<file path="config.mk">
export PLATFORM = sky130hd
export DESIGN_NAME = pmu_cnten_ctrl
export DESIGN_NICKNAME = d
export VERILOG_FILES = /design/src/rtl/pmu_cnten_pkg.sv /design/src/rtl/pmu_acc_check.sv /design/src/rtl/pmu_en_store.sv /design/src/rtl/pmu_en_out.sv /design/src/rtl/pmu_cnten_ctrl.sv
export SDC_FILE = /design/constraint.sdc
export NUM_CORES = 1
export LEC_CHECK = 0
export BUFFER_PORTS_ARGS = -buffer_cell sky130_fd_sc_hd__buf_2
export CORE_ASPECT_RATIO = 1.5
export CORE_UTILIZATION = 30
export CTS_BUF_LIST = sky130_fd_sc_hd__clkbuf_8 sky130_fd_sc_hd__clkbuf_16
export DETAILED_ROUTE_END_ITERATION = 6
export GPL_TIMING_DRIVEN = 0
export PLACE_DENSITY = 0.76
export RECOVER_POWER = 100
export SLEW_MARGIN = 5
export SYNTH_ARGS = -nofsm -noshare
export SYNTH_HDL_FRONTEND = slang
export SYNTH_SLANG_ARGS = --single-unit
</file>
<file path="constraint.sdc">
create_clock -name clk -period 0.9 [get_ports clk]
set_input_delay 0.09 -clock clk [delete_from_list [all_inputs] [get_ports clk]]
set_output_delay 0.09 -clock clk [all_outputs]
set_load 0.005 [all_outputs]
</file>
<file path="src/rtl/pmu_cnten_pkg.sv">
package pmu_cnten_pkg;

    parameter int NUM_EVT = 4;
    parameter int DATA_W  = 32;

    localparam int EN_W    = NUM_EVT + 1;
    localparam int CYC_POS = DATA_W - 1;
    localparam int CYC_IDX = EN_W - 1;

    typedef logic [EN_W-1:0]   en_vec_t;
    typedef logic [DATA_W-1:0] word_t;

    typedef enum logic [1:0] {
        ACC_IDLE  = 2'd0,
        ACC_GRANT = 2'd1,
        ACC_FAULT = 2'd2
    } acc_res_e;

    typedef struct packed {
        logic    rd;
        logic    clr;
        logic    set;
        en_vec_t clr_mask;
        en_vec_t set_mask;
    } acc_req_t;

    function automatic word_t en_to_word(input en_vec_t e);
        word_t w;
        w = '0;
        w[CYC_POS] = e[CYC_IDX];
        w[NUM_EVT-1:0] = e[NUM_EVT-1:0];
        return w;
    endfunction

endpackage

</file>
<file path="src/rtl/pmu_acc_check.sv">
module pmu_acc_check
    import pmu_cnten_pkg::*;
(
    input  logic     clk,
    input  logic     rst,
    input  logic     any_req,
    input  logic     priv_mode,
    input  logic     user_en,
    output acc_res_e res,
    output logic     fault_q
);

    always_comb begin
        if (!any_req)
            res = ACC_IDLE;
        else if (priv_mode || user_en)
            res = ACC_GRANT;
        else
            res = ACC_FAULT;
    end

    always_ff @(posedge clk) begin
        if (rst)
            fault_q <= 1'b0;
        else
            fault_q <= (res == ACC_FAULT);
    end

endmodule

</file>
<file path="src/rtl/pmu_en_store.sv">
module pmu_en_store
    import pmu_cnten_pkg::*;
(
    input  logic     clk,
    input  logic     rst,
    input  acc_res_e res,
    input  acc_req_t req,
    output en_vec_t  en_q,
    output en_vec_t  en_next
);

    en_vec_t set_eff;
    en_vec_t clr_eff;

    always_comb begin
        set_eff = (res == ACC_GRANT && req.set) ? req.set_mask : '0;
        clr_eff = (res == ACC_GRANT && req.clr) ? req.clr_mask : '0;
        // clear applied after set so it wins on a shared bit
        en_next = (en_q | set_eff) & ~clr_eff;
    end

    always_ff @(posedge clk) begin
        if (rst)
            en_q <= '0;
        else
            en_q <= en_next;
    end

endmodule

</file>
<file path="src/rtl/pmu_en_out.sv">
module pmu_en_out
    import pmu_cnten_pkg::*;
(
    input  logic    clk,
    input  logic    rst,
    input  en_vec_t en_q,
    input  en_vec_t en_next,
    input  logic    global_en,
    input  logic    rd_grant,
    output en_vec_t cnt_en_q,
    output word_t   rd_data_q
);

    en_vec_t gate;

    generate
        for (genvar i = 0; i < EN_W; i++) begin : g_gate
            assign gate[i] = en_next[i] & global_en;
        end
    endgenerate

    always_ff @(posedge clk) begin
        if (rst) begin
            cnt_en_q  <= '0;
            rd_data_q <= '0;
        end else begin
            cnt_en_q  <= gate;
            rd_data_q <= rd_grant ? en_to_word(en_q) : '0;
        end
    end

endmodule

</file>
<file path="src/rtl/pmu_cnten_ctrl.sv">
module pmu_cnten_ctrl
    import pmu_cnten_pkg::*;
(
    input  logic              clk,
    input  logic              rst,
    input  logic              rd_en,
    input  logic              clr_wr_en,
    input  logic [DATA_W-1:0] clr_wdata,
    input  logic              set_wr_en,
    input  logic [DATA_W-1:0] set_wdata,
    input  logic              priv_mode,
    input  logic              user_en,
    input  logic              global_en,
    output logic [DATA_W-1:0] rd_data,
    output logic              fault,
    output logic [EN_W-1:0]   cnt_en
);

    acc_req_t req;
    acc_res_e res;
    en_vec_t  en_q;
    en_vec_t  en_next;
    logic     unused_rsv;

    always_comb begin
        req.rd  = rd_en;
        req.clr = clr_wr_en;
        req.set = set_wr_en;
        req.clr_mask = {clr_wdata[CYC_POS], clr_wdata[NUM_EVT-1:0]};
        req.set_mask = {set_wdata[CYC_POS], set_wdata[NUM_EVT-1:0]};
    end

    assign unused_rsv = ^{clr_wdata[CYC_POS-1:NUM_EVT], set_wdata[CYC_POS-1:NUM_EVT]};

    pmu_acc_check u_acc (
        .clk       (clk),
        .rst       (rst),
        .any_req   (rd_en | clr_wr_en | set_wr_en),
        .priv_mode (priv_mode),
        .user_en   (user_en),
        .res       (res),
        .fault_q   (fault)
    );

    pmu_en_store u_store (
        .clk     (clk),
        .rst     (rst),
        .res     (res),
        .req     (req),
        .en_q    (en_q),
        .en_next (en_next)
    );

    pmu_en_out u_out (
        .clk       (clk),
        .rst       (rst),
        .en_q      (en_q),
        .en_next   (en_next),
        .global_en (global_en),
        .rd_grant  (req.rd && res == ACC_GRANT),
        .cnt_en_q  (cnt_en),
        .rd_data_q (rd_data)
    );

endmodule

</file>
-- Word-level counts from Yosys, hierarchy flattened
Index checks and enable logic that the tools add are counted.
Widths: inputs -> output; s select.
- eq/ne operators: 2
- mux-type cells: 4
- bitwise gates (word level): 11
- reductions and logical operators: 5
- operators by type and width (kind ; count):
    $mux 5 ; 2
    $and 1x1->1 ; 5
    $and 5x5->5 ; 1
    $not 5->5 ; 1
    $or 5x5->5 ; 1
    $mux 2 ; 2
    $logic_and 1x1->1 ; 3
    $eq 2x1->1 const B ; 1
    $eq 2x2->1 const B ; 1
    $or 1x1->1 ; 2
    $reduce_or 2->1 ; 1
    $logic_or 1x1->1 ; 1
    $not 1->1 ; 1
- flip-flop bits (word level): 43
- bits of input ports: 72

-- Longest topological paths before layout
Gate-level depths: netlist of the first run.
- depth in word-level cells: 9
- depth in mapped cells: 3
- depth with buffers taken out: 2

-- Hierarchy
A second synthesis of the first run with hierarchy kept.
- cells, all modules: 85
- area total of the unflattened synthesis: 839.6 um^2
- by module, submodules not included (module ; instances ; cells an instance ; area an instance (um^2) ; sequential area each (um^2)):
    pmu_en_out ; 1 ; 48 ; 494.2 ; 200.2
    pmu_en_store ; 1 ; 31 ; 280.3 ; 100.1
    pmu_acc_check ; 1 ; 4 ; 50.0 ; 20.0
    pmu_cnten_ctrl ; 1 ; 2 ; 15.0 ; 0.0

-- Least setup slack after synthesis of the first run
Ideal clock, no wire load.
- kind: input to register
- start point: input port priv_mode
- end point: register u_store.en_q[1]
- library setup time: 86 ps
- data arrival time: 615 ps
- required time: 814 ps
- path slack: 199 ps
- cell stages on the path: 3
- path buffers: 1
- cells stage by stage: buf_4 o211a_1 a211oi_1
- word-level cells in the longest chain between the ends: 8
- RTL lines (what ; RTL line ; source):
    from (decl) ; pmu_cnten_ctrl.sv:11 ; input logic priv_mode,
    $logic_or 1x1->1 (*) ; pmu_acc_check.sv:16 ; else if (priv_mode || user_en)
    $mux 2 (*) ; pmu_acc_check.sv:16 ;
    $mux 2 (*) ; pmu_acc_check.sv:14 ; if (!any_req)
    $eq 2x1->1 (*) ; pmu_en_store.sv:16, pmu_en_store.sv:17 ;
    $logic_and 1x1->1 (on tied branches) ; pmu_en_store.sv:16, pmu_en_store.sv:17 ;
    $mux 5 (on tied branches) ; pmu_en_store.sv:16, pmu_en_store.sv:17 ;
    $or 5x5->5 or $not 5->5 (tied branches) ; pmu_en_store.sv:19 ; en_next = (en_q | set_eff) & ~clr_eff;
    $and 5x5->5 (*) ; pmu_en_store.sv:19 ;
    to (signal assigned) ; pmu_en_store.sv:26 ; en_q <= en_next;
    to (decl) ; pmu_en_store.sv:8 ; output en_vec_t en_q,
Every way passes the cells marked *; elsewhere a longest branch is shown, timed or not.
A chain may end at the register's enable or synchronous reset.

-- Worst setup path in the final report of the first run
- start point: register u_out.rd_data_q[0]
- end point: output port rd_data[0]
- RTL lines (what ; RTL line ; source):
    from (decl) ; pmu_en_out.sv:11 ; output word_t rd_data_q
    from (signal assigned) ; pmu_en_out.sv:28 ; rd_data_q <= rd_grant ? en_to_word(en_q) : '0;
    to (decl) ; pmu_cnten_ctrl.sv:14 ; output logic [DATA_W-1:0] rd_data,
No word-level cell between the ends.

==> reports/summary.log, run 1 <==
[placement] global placer's final weighted congestion 0.7094
[min_path] type of the most critical hold path input port to register
[detailed_routing] drt drc 1
[detailed_routing] WL/cell 9.245 um
[clock_network] Post-CTS Hold Fix Bufs 0
[detailed_routing] antenna viol nets, final 0
[critical_path] critical path data arrival time 0.67 ns
[timing] Period minus WS final 0.7564 ns
[detailed_routing] drt pass-1 iters 6
[yosys] Synth area leader sky130_fd_sc_hd__dfxtp_1
[clock_network] post-CTS sizing 0
[pwr] clock network fraction of total power 38.3%
[critical_path] maximum fanout along the worst path 1
[floorplanning] overall die area 2810 sq um
[yosys] syn_area_per_cell 9.623 sq um
[yosys] area of the mapped netlist 779.5 sq um
[grt] largest net degree at the start of global routing 11
[grt] initial antenna violation count 0
[detailed_routing] Routed Wire Length 1507 um
[placement] cell count after placement 159
[yosys] number of distinct standard cells referenced by the synthesized netlist 12
[pwr] switching pwr 0.3680 mW
[floorplanning] number of ports placed on the die boundary 110
[critical_path] endpoint class of the critical path primary output
[placement] number of buffer cells added on primary ports 28
[placement] hpwl dp 1294 um
[final_layout] non-filler instance count after layout 163
[final_layout] antenna cells 0
[job] MaxCap Viol Count 0
[pwr] maximum resistive drop on vdd 816.2 uV
[timing] final worst setup slack 0.1436 ns
[clock_network] Clock Pin Slew Worst Setup and Hold Paths 0.06 ns
[clock_network] insertion delay to the later sink of the worst-skew pair 0.25 ns
[yosys] Synthesis Warnings 0
[final_layout] final cell area excluding filler cells 1099 sq um
[final_layout] synth-to-layout area growth 40.93%
[critical_path] buffering stage count on the worst path with inverters included 1
[timing] Setup violations, final 0
[yosys] FFs w/ async S/R, synth 0%
[clock_network] CTS buffer count 3
[pwr] part of the total power dissipated in sequential elements 45.3%
[critical_path] ordered cell list for the critical path buf_2
[floorplanning] number of core rows 22
[yosys] cell with the most instances after synthesis sky130_fd_sc_hd__buf_4
[timing] fin. max-slew vios 0
[floorplanning] die width 43.62 um
[yosys] Primary FF master, synth sky130_fd_sc_hd__dfxtp_1
[yosys] most area-consuming cells after synthesis sky130_fd_sc_hd__dfxtp_1, sky130_fd_sc_hd__buf_4, sky130_fd_sc_hd__a211oi_1
[critical_path] Crit path required time 0.81 ns
[clock_network] CTS tree built
[clock_network] setup fix buffers added after clock tree synthesis 0
[yosys] number of synthesized flops with an enable pin 0
[status] run status finished, violations left
[timing] part of the cycle the worst path needs 84.04%
[clock_network] number of clock sinks 16
[yosys] synthesized instance count 81
[pwr] relative contribution of combinational cells to total power 16.4%
[grt] gr ovfl total 0
[pwr] ratio of total power to cell area 1489 nW/um^2
[timing] Final Skew 0.002885 ns
[grt] first-pass GRT wire length 2387 um
[clock_network] Longest Clk Path Bufs 2
[yosys] sequential fraction of the synthesis area 41.09%
[final_layout] final net count 212
[clock_network] H-tree Lvls 1
[clock_network] cell chosen for the clock root sky130_fd_sc_hd__clkbuf_8
[timing] fmax 1.322 GHz
[grt] Overall Global Routing Usage 11.28%
[floorplanning] Initial Utilization 31.82%
[critical_path] Worst Setup Start Kind register
[grt] number of global-route vias before repair 612
[pwr] Switching Fraction 22.50%
[pwr] Power Internal 1.267 mW
[floorplanning] area of the core 2450 sq um
[detailed_routing] DRC marker count from the first detailed-route iteration 6
[critical_path] slowest stage cell, crit path sky130_fd_sc_hd__dfxtp_1
[timing] final hold vios 0
[critical_path] maximum single-stage delay on the critical path 0.30 ns
[yosys] share of the synthesized area in the top cell type 41.09%
[placement] worst slack, placed -0.01744 ns
[timing] unrepaired setup endpoints after global routing false
[detailed_routing] post-DR vias/cell 4.166
[status] violated checks design-rule violations
[critical_path] worst setup path class register to primary output
[yosys] commonest cells in the netlist sky130_fd_sc_hd__buf_4, sky130_fd_sc_hd__dfxtp_1, sky130_fd_sc_hd__a211oi_1, sky130_fd_sc_hd__nor3_1
[floorplanning] die extent in y 64.43 um
[pwr] Leak Pwr 0.6040 nW
[critical_path] CP top delay family flip-flops
[final_layout] share of layout cells above drive strength 1 41.73%
[timing] Hold Worst Slack 0.1025 ns
[placement] placed cell areas 1047 sq um
[yosys] Seq cells post-synth 16
[detailed_routing] routed vias 679
==> cell families (layout without fill, tap and decap cells) <==
group	Yosys count	after routing	synth area share (%)
AOI/OAI and AO/OA	20	20	20.87
buffers and inverters	34	66	30.82
DFF	16	16	41.09
other	1	27	0.4811
and+or+nand+nor	10	10	6.742
==> worst reg2reg max path, cell delays in order (launching register included) <==
cell	delay [ns]
sky130_fd_sc_hd__dfxtp_1	0.31
sky130_fd_sc_hd__inv_1	0.06
sky130_fd_sc_hd__a211oi_1	0.22
==> area by class of cell <==
class | count | area [sq um]
fillers | 244 | 1351
flip-flops and latches | 16 | 320.3
multi-input cells | 57 | 316.6
plain buffers | 29 | 221.5
repair buffers | 28 | 136.4
clock buffers | 4 | 55.05
well taps | 24 | 30.03
inverters | 5 | 18.77
==> metal layers <==
metal  track usage, %  routed length (um)  vias to the layer above
met5                0                   0                        -
met4            8.203                  51                        0
met1            13.00                 598                      283
met2            18.10                 706                       41
li1                 -                   -                      350
met3            1.950                 151                        5
==> power by group through the flow <==
stage / clock [mW] / sequential (mW) / combinational [mW]
2_1_floorplan: 0 / 0.758 / 0.183
3_3_place_gp: 0 / 0.756 / 0.260
3_5_place_dp: 0 / 0.757 / 0.263
4_1_cts: 0.637 / 0.741 / 0.264
5_1_grt: 0.659 / 0.744 / 0.297
6_report: 0.626 / 0.741 / 0.268
==> sequential cells by signal, indices dropped and copies added, names as in the netlist <==
register and count:
u_acc.fault_q 1, u_out.cnt_en_q 5, u_out.rd_data_q 5, u_store.en_q 5
==> final timing paths <==
path	from	to	slack [ns]	depth (start not counted)
worst min register to register	u_store.en_q[4]	u_out.rd_data_q[31]	0.49	2
worst max register to register	u_store.en_q[2]	u_store.en_q[2]	0.22	2
worst max-delay path	u_out.rd_data_q[0]	rd_data[0]	0.14	1
worst min-delay path	rst	u_store.en_q[4]	0.10	2
==> per-stage QoR <==
stage,utilization [%],TNS [ns],power (mW)
after floorplan,-,0,0.9417
final,44.84,0,1.635
after global routing,44.84,0,1.700
after detailed placement,42.75,-0.01744,1.020
after global placement,42.75,0,1.016
after CTS,44.99,0,1.642
==> cell usage in the layout, fill, tap and decap left out, drive strengths merged <==
cell type | netlist | routed
o211a | 5 | 5
dfxtp | 16 | 16
a211oi | 10 | 10
nor2 | 1 | 1
clkbuf | 0 | 7
buf | 29 | 54
nor3 | 6 | 6
nand2b | 2 | 2
nor4 | 1 | 1
inv | 5 | 5
o211ai | 5 | 5
conb | 1 | 27
Power figures use the tool's default switching activity.
==> run 2: changes to the inputs <==
- clock period: 0.9 -> 0.8 ns (I/O delays scaled with it)
==> reports/summary.log, run 2 (synthesized netlist as in run 1, its figures left out) <==
[grt] first-pass GRT wire length 2387 um [unchanged]
[floorplanning] number of ports placed on the die boundary 110 [unchanged]
[min_path] hold_sp rst [unchanged]
[clock_network] Post-CTS Hold Fix Bufs 0 [unchanged]
[critical_path] endpoint class of the critical path primary output [unchanged]
[critical_path] Worst Setup Start Kind register [unchanged]
[clock_network] Longest Clk Path Bufs 2 [unchanged]
[timing] unrepaired setup endpoints after global routing false [unchanged]
[detailed_routing] post-DR vias/cell 4.166 [unchanged]
[detailed_routing] drt pass-1 iters 6 [unchanged]
[timing] part of the cycle the worst path needs 93.30%
[critical_path] Worst R2R Path Depth 2 [unchanged]
[critical_path] setup slack of the worst register-to-register path 0.12 ns [was 0.22 ns]
[timing] fin. max-slew vios 0 [unchanged]
[min_path] hold path depth 2 [unchanged]
[detailed_routing] routed vias 679 [unchanged]
[clock_network] Clock Pin Slew Worst Setup and Hold Paths 0.06 ns [about the same]
[final_layout] Fillers 243 [was 244]
[clock_network] number of clock sinks 16 [unchanged]
[pwr] Leak Pwr 0.6080 nW [was 0.6040 nW]
[critical_path] Critical Path Start u_out.rd_data_q[0] [unchanged]
[status] run status finished, violations left [unchanged]
[final_layout] leading cell type in the layout, fill and taps excluded sky130_fd_sc_hd__buf_4 [unchanged]
[floorplanning] number of core rows 22 [unchanged]
[critical_path] ordered cell list for the critical path buf_2 [unchanged]
[critical_path] r2r endpoint u_store.en_q[2] [unchanged]
[critical_path] maximum fanout along the worst path 1 [unchanged]
[final_layout] most frequent cells in the layout sky130_fd_sc_hd__buf_4, sky130_fd_sc_hd__conb_1, sky130_fd_sc_hd__buf_2 [unchanged]
[min_path] worst hold endpoint u_store.en_q[4] [unchanged]
[min_path] type of the most critical hold path input port to register [unchanged]
[grt] initial antenna violation count 0 [unchanged]
[final_layout] share of layout cells above drive strength 1 42.45% [was 41.73%]
[final_layout] registers with the most flip-flops u_out.cnt_en_q (5), u_out.rd_data_q (5), u_store.en_q (5) [unchanged]
[final_layout] final net count 212 [unchanged]
[placement] number of buffer cells added on primary ports 28 [unchanged]
[detailed_routing] Routed Wire Length 1509 um [was 1507 um]
[clock_network] setup fix buffers added after clock tree synthesis 0 [unchanged]
[pwr] maximum resistive drop on vdd 918.2 uV [was 816.2 uV]
[final_layout] antenna cells 0 [unchanged]
[timing] sum of negative setup slack 0 ns [unchanged]
[grt] gr ovfl total 0 [unchanged]
[status] violated checks design-rule violations [unchanged]
[clock_network] CTS tree built [unchanged]
[clock_network] cell chosen for the clock root sky130_fd_sc_hd__clkbuf_8 [unchanged]
[critical_path] worst setup path class register to primary output [unchanged]
[timing] Setup violations, final 0 [unchanged]
[pwr] ratio of total power to cell area 1673 nW/um^2 [was 1489 nW/um^2]
[floorplanning] overall die area 2810 sq um [unchanged]
[floorplanning] die width 43.62 um [unchanged]
[grt] Overall Global Routing Usage 11.28% [unchanged]
[floorplanning] die extent in y 64.43 um [unchanged]
[final_layout] synth-to-layout area growth 41.09% [was 40.93%]
[timing] fmax 1.340 GHz
[detailed_routing] DRC marker count from the first detailed-route iteration 6 [unchanged]
[job] MaxCap Viol Count 0 [unchanged]
[critical_path] worst reg2reg path startpoint u_store.en_q[2] [unchanged]
[detailed_routing] WL/cell 9.258 um [was 9.245 um]
[critical_path] critical path data arrival time 0.67 ns [about the same]
[critical_path] buffering stage count on the worst path with inverters included 1 [unchanged]
[grt] number of global-route vias before repair 612 [unchanged]
[clock_network] CTS buffer count 3 [unchanged]
[placement] global placer's final weighted congestion 0.7094 [unchanged]
[placement] hpwl dp 1294 um [unchanged]
[grt] largest net degree at the start of global routing 11 [unchanged]
[timing] final hold vios 0 [unchanged]
[clock_network] insertion delay to the later sink of the worst-skew pair 0.25 ns [about the same]
[timing] Final Skew 0.002885 ns [unchanged]
[clock_network] H-tree Lvls 1 [unchanged]
[critical_path] Crit path required time 0.72 ns [was 0.81 ns]
[clock_network] post-CTS sizing 0 [unchanged]
[critical_path] maximum single-stage delay on the critical path 0.30 ns [about the same]
[detailed_routing] drt drc 1 [unchanged]
[timing] Period minus WS final 0.7464 ns
[floorplanning] area of the core 2450 sq um [unchanged]
[floorplanning] Initial Utilization 31.82% [unchanged]
[detailed_routing] antenna viol nets, final 0 [unchanged]
[critical_path] CP top delay family flip-flops [unchanged]
[critical_path] slowest stage cell, crit path sky130_fd_sc_hd__dfxtp_1 [unchanged]
[pwr] Pwr Total 1.840 mW [was 1.635 mW]
==> run 2: power breakdown <==
part	leakage (nW)	internal, mW	switching [mW]	total, mW
logic	0.449	0.163	0.140	0.303
clock network	0.0288	0.437	0.267	0.704
registers	0.130	0.827	0.00681	0.834
==> run 2: worst max path at each step <==
stage	end	cells past startpoint
global placement	u_out.cnt_en_q[2]	4
global route	cnt_en[1]	1
finish	rd_data[0]	1
floorplan	u_store.en_q[1]	3
detailed placement	u_store.en_q[2]	4
CTS	rd_data[0]	1
==> run 2: cell type report <==
cell class	count	area, sq um	area share [%]
clock buffer	4	55.05	5.006
multi-input combinational	57	316.6	28.78
inverter	5	18.77	1.706
sequential	16	320.3	29.12
buffer	29	221.5	20.14
timing repair buffer	28	137.6	12.51
tap	24	30.03	2.730
==> run 2: per-stage QoR <==
| stage | setup WS, ns | cells | area, sq um | utilization, % | hold slack [ns] |
|---|---|---|---|---|---|
| finish | 0.05363 | 163 | 1100 | 44.89 | 0.09286 |
| global route | 0.01685 | 163 | 1100 | 44.89 | 0.1058 |
| CTS | 0.04796 | 163 | 1102 | 44.99 | 0.08853 |
| detailed placement | -0.1074 | 159 | 1047 | 42.75 | 0.3556 |
| global placement | -0.08024 | 159 | 1047 | 42.75 | 0.3499 |
| floorplan | 0.1095 | 107 | 877.1 | - | 0.1528 |
==> run 2: layer usage <==
layer  track usage [%]  up-vias  share of wire (%)
li1                  -      350                  -
met1             13.00      283                 40
met2             18.10       41                 47
met3             1.950        5                 10
met4             8.203        0                3.4
met5                 0        -                  0
==> run 3: changes to the inputs <==
- CELL_PAD_IN_SITES_DETAIL_PLACEMENT: unset -> 2
- CELL_PAD_IN_SITES_GLOBAL_PLACEMENT: unset -> 2
- CORE_MARGIN: unset -> 1
- CORE_UTILIZATION: 30 -> 13
- PLACE_DENSITY: 0.76 -> 0.73
==> reports/summary.log, run 3 (synthesized netlist as in run 1, its figures left out) <==
[timing] Final Skew 0.0008045 ns [was 0.002885 ns]
[timing] Setup violations, final 0 [unchanged]
[clock_network] post-CTS sizing 0 [unchanged]
[detailed_routing] DRC marker count from the first detailed-route iteration 81 [was 6]
[final_layout] registers with the most flip-flops u_out.cnt_en_q (5), u_out.rd_data_q (5), u_store.en_q (5) [unchanged]
[timing] fin. max-slew vios 0 [unchanged]
[grt] Overall Global Routing Usage 7.009% [was 11.28%]
[timing] final hold vios 0 [unchanged]
[timing] Period minus WS final 0.7557 ns [was 0.7464 ns]
[min_path] type of the most critical hold path input port to register [unchanged]
[final_layout] final cell area excluding filler cells 1154 sq um [was 1100 sq um]
[final_layout] final net count 212 [unchanged]
[grt] initial antenna violation count 0 [unchanged]
[final_layout] leading cell type in the layout, fill and taps excluded sky130_fd_sc_hd__buf_4 [unchanged]
[status] run status complete, no violations [was finished, violations left]
[floorplanning] overall die area 6316 sq um [was 2810 sq um]
[clock_network] Longest Clk Path Bufs 2 [unchanged]
[timing] fmax 1.323 GHz [was 1.340 GHz]
[placement] cell count after placement 207 [was 159]
[final_layout] share of layout cells above drive strength 1 38.85% [was 42.45%]
[grt] first-pass GRT wire length 3456 um [was 2387 um]
[critical_path] Worst Setup Start Kind register [unchanged]
[placement] worst slack, placed -0.1462 ns [was -0.1074 ns]
[clock_network] CTS buffer count 3 [unchanged]
[timing] Hold Worst Slack 0.1214 ns [was 0.09286 ns]
[critical_path] endpoint class of the critical path register [was primary output]
[final_layout] non-filler instance count after layout 211 [was 163]
[clock_network] insertion delay to the later sink of the worst-skew pair 0.25 ns [about the same]
[detailed_routing] WL/cell 10.71 um [was 9.258 um]
[detailed_routing] drt pass-1 iters 3 [was 6]
[pwr] ratio of total power to cell area 1617 nW/um^2 [was 1673 nW/um^2]
[timing] part of the cycle the worst path needs 94.47% [was 93.30%]
[timing] unrepaired setup endpoints after global routing false [unchanged]
[final_layout] antenna cells 0 [unchanged]
[critical_path] worst reg2reg path startpoint u_store.en_q[1] [was u_store.en_q[2]]
[placement] number of buffer cells added on primary ports 28 [unchanged]
[detailed_routing] antenna viol nets, final 0 [unchanged]
[floorplanning] die extent in y 96.84 um [was 64.43 um]
[floorplanning] number of ports placed on the die boundary 110 [unchanged]
[critical_path] worst setup path class register to register [was register to primary output]
[final_layout] final core occ 19.94% [was 44.89%]
[critical_path] Critical Path Start u_store.en_q[1] [was u_out.rd_data_q[0]]
[clock_network] Clock Pin Slew Worst Setup and Hold Paths 0.06 ns [about the same]
[timing] final worst setup slack 0.04426 ns [was 0.05363 ns]
[floorplanning] Initial Utilization 13.47% [was 31.82%]
[pwr] Pwr Total 1.865 mW [was 1.840 mW]
[critical_path] critical path data arrival time 0.90 ns [was 0.67 ns]
[final_layout] synth-to-layout area growth 47.99% [was 41.09%]
[grt] gr ovfl total 0 [unchanged]
[detailed_routing] routed vias 737 [was 679]
[clock_network] Post-CTS Hold Fix Bufs 0 [unchanged]
[critical_path] Crit path required time 0.94 ns [was 0.72 ns]
[grt] number of global-route vias before repair 754 [was 612]
[clock_network] H-tree Lvls 1 [unchanged]
[clock_network] number of clock sinks 16 [unchanged]
[pwr] Leak Pwr 0.5867 nW [was 0.6080 nW]
[floorplanning] area of the core 5786 sq um [was 2450 sq um]
[clock_network] CTS tree built [unchanged]
[job] MaxCap Viol Count 0 [unchanged]
[timing] sum of negative setup slack 0 ns [unchanged]
[floorplanning] die width 65.23 um [was 43.62 um]
[clock_network] cell chosen for the clock root sky130_fd_sc_hd__clkbuf_8 [unchanged]
[min_path] hold_sp rst [unchanged]
[detailed_routing] post-DR vias/cell 3.493 [was 4.166]
[grt] largest net degree at the start of global routing 11 [unchanged]
[placement] hpwl dp 1808 um [was 1294 um]
[detailed_routing] Routed Wire Length 2259 um [was 1509 um]
[placement] placed cell areas 1107 sq um [was 1047 sq um]
[pwr] maximum resistive drop on vdd 325.6 uV [was 918.2 uV]
[floorplanning] number of core rows 34 [was 22]
[critical_path] maximum fanout along the worst path 3 [was 1]
[detailed_routing] drt drc 0 [was 1]
[clock_network] setup fix buffers added after clock tree synthesis 0 [unchanged]
[final_layout] most frequent cells in the layout sky130_fd_sc_hd__buf_4, sky130_fd_sc_hd__conb_1, sky130_fd_sc_hd__buf_2 [unchanged]
[placement] global placer's final weighted congestion 0.6712 [was 0.7094]
run 3: per-layer routing:
| layer | up-vias | track usage [%] | wire, um |
|---|---|---|---|
| met5 | - | 0 | 0 |
| met4 | 0 | 4.013 | 55 |
| met3 | 6 | 0.5896 | 186 |
| met2 | 49 | 13.80 | 1243 |
| met1 | 336 | 6.619 | 773 |
| li1 | 346 | - | - |
run 3: critical path: stages (launching register included):
cell and delay (ns):
sky130_fd_sc_hd__dfxtp_1 0.31, sky130_fd_sc_hd__inv_1 0.07, sky130_fd_sc_hd__a211oi_1 0.28
run 3: cell type report:
type / instances / area, sq um
Tap cell: 72 / 90.09
Buffer: 29 / 221.5
Multi-Input combinational cell: 57 / 316.6
Sequential cell: 16 / 320.3
Inverter: 5 / 18.77
Timing Repair Buffer: 28 / 131.4
Clock buffer: 4 / 55.05
Fill cell: 712 / 4632
run 3: worst paths after layout:
check	slack (ns)	to	cells after the start
max	0.04	u_out.cnt_en_q[1]	2
min	0.12	u_store.en_q[0]	2
max reg2reg	0.04	u_out.cnt_en_q[1]	2
min reg2reg	0.49	u_out.rd_data_q[31]	2
run 3: report_power, final:
| group | leakage, nW | switching [mW] | internal, mW |
|---|---|---|---|
| Combinational | 0.428 | 0.159 | 0.161 |
| Clock | 0.0288 | 0.274 | 0.436 |
| Sequential | 0.130 | 0.00709 | 0.827 |
| Total | 0.587 | 0.440 | 1.42 |
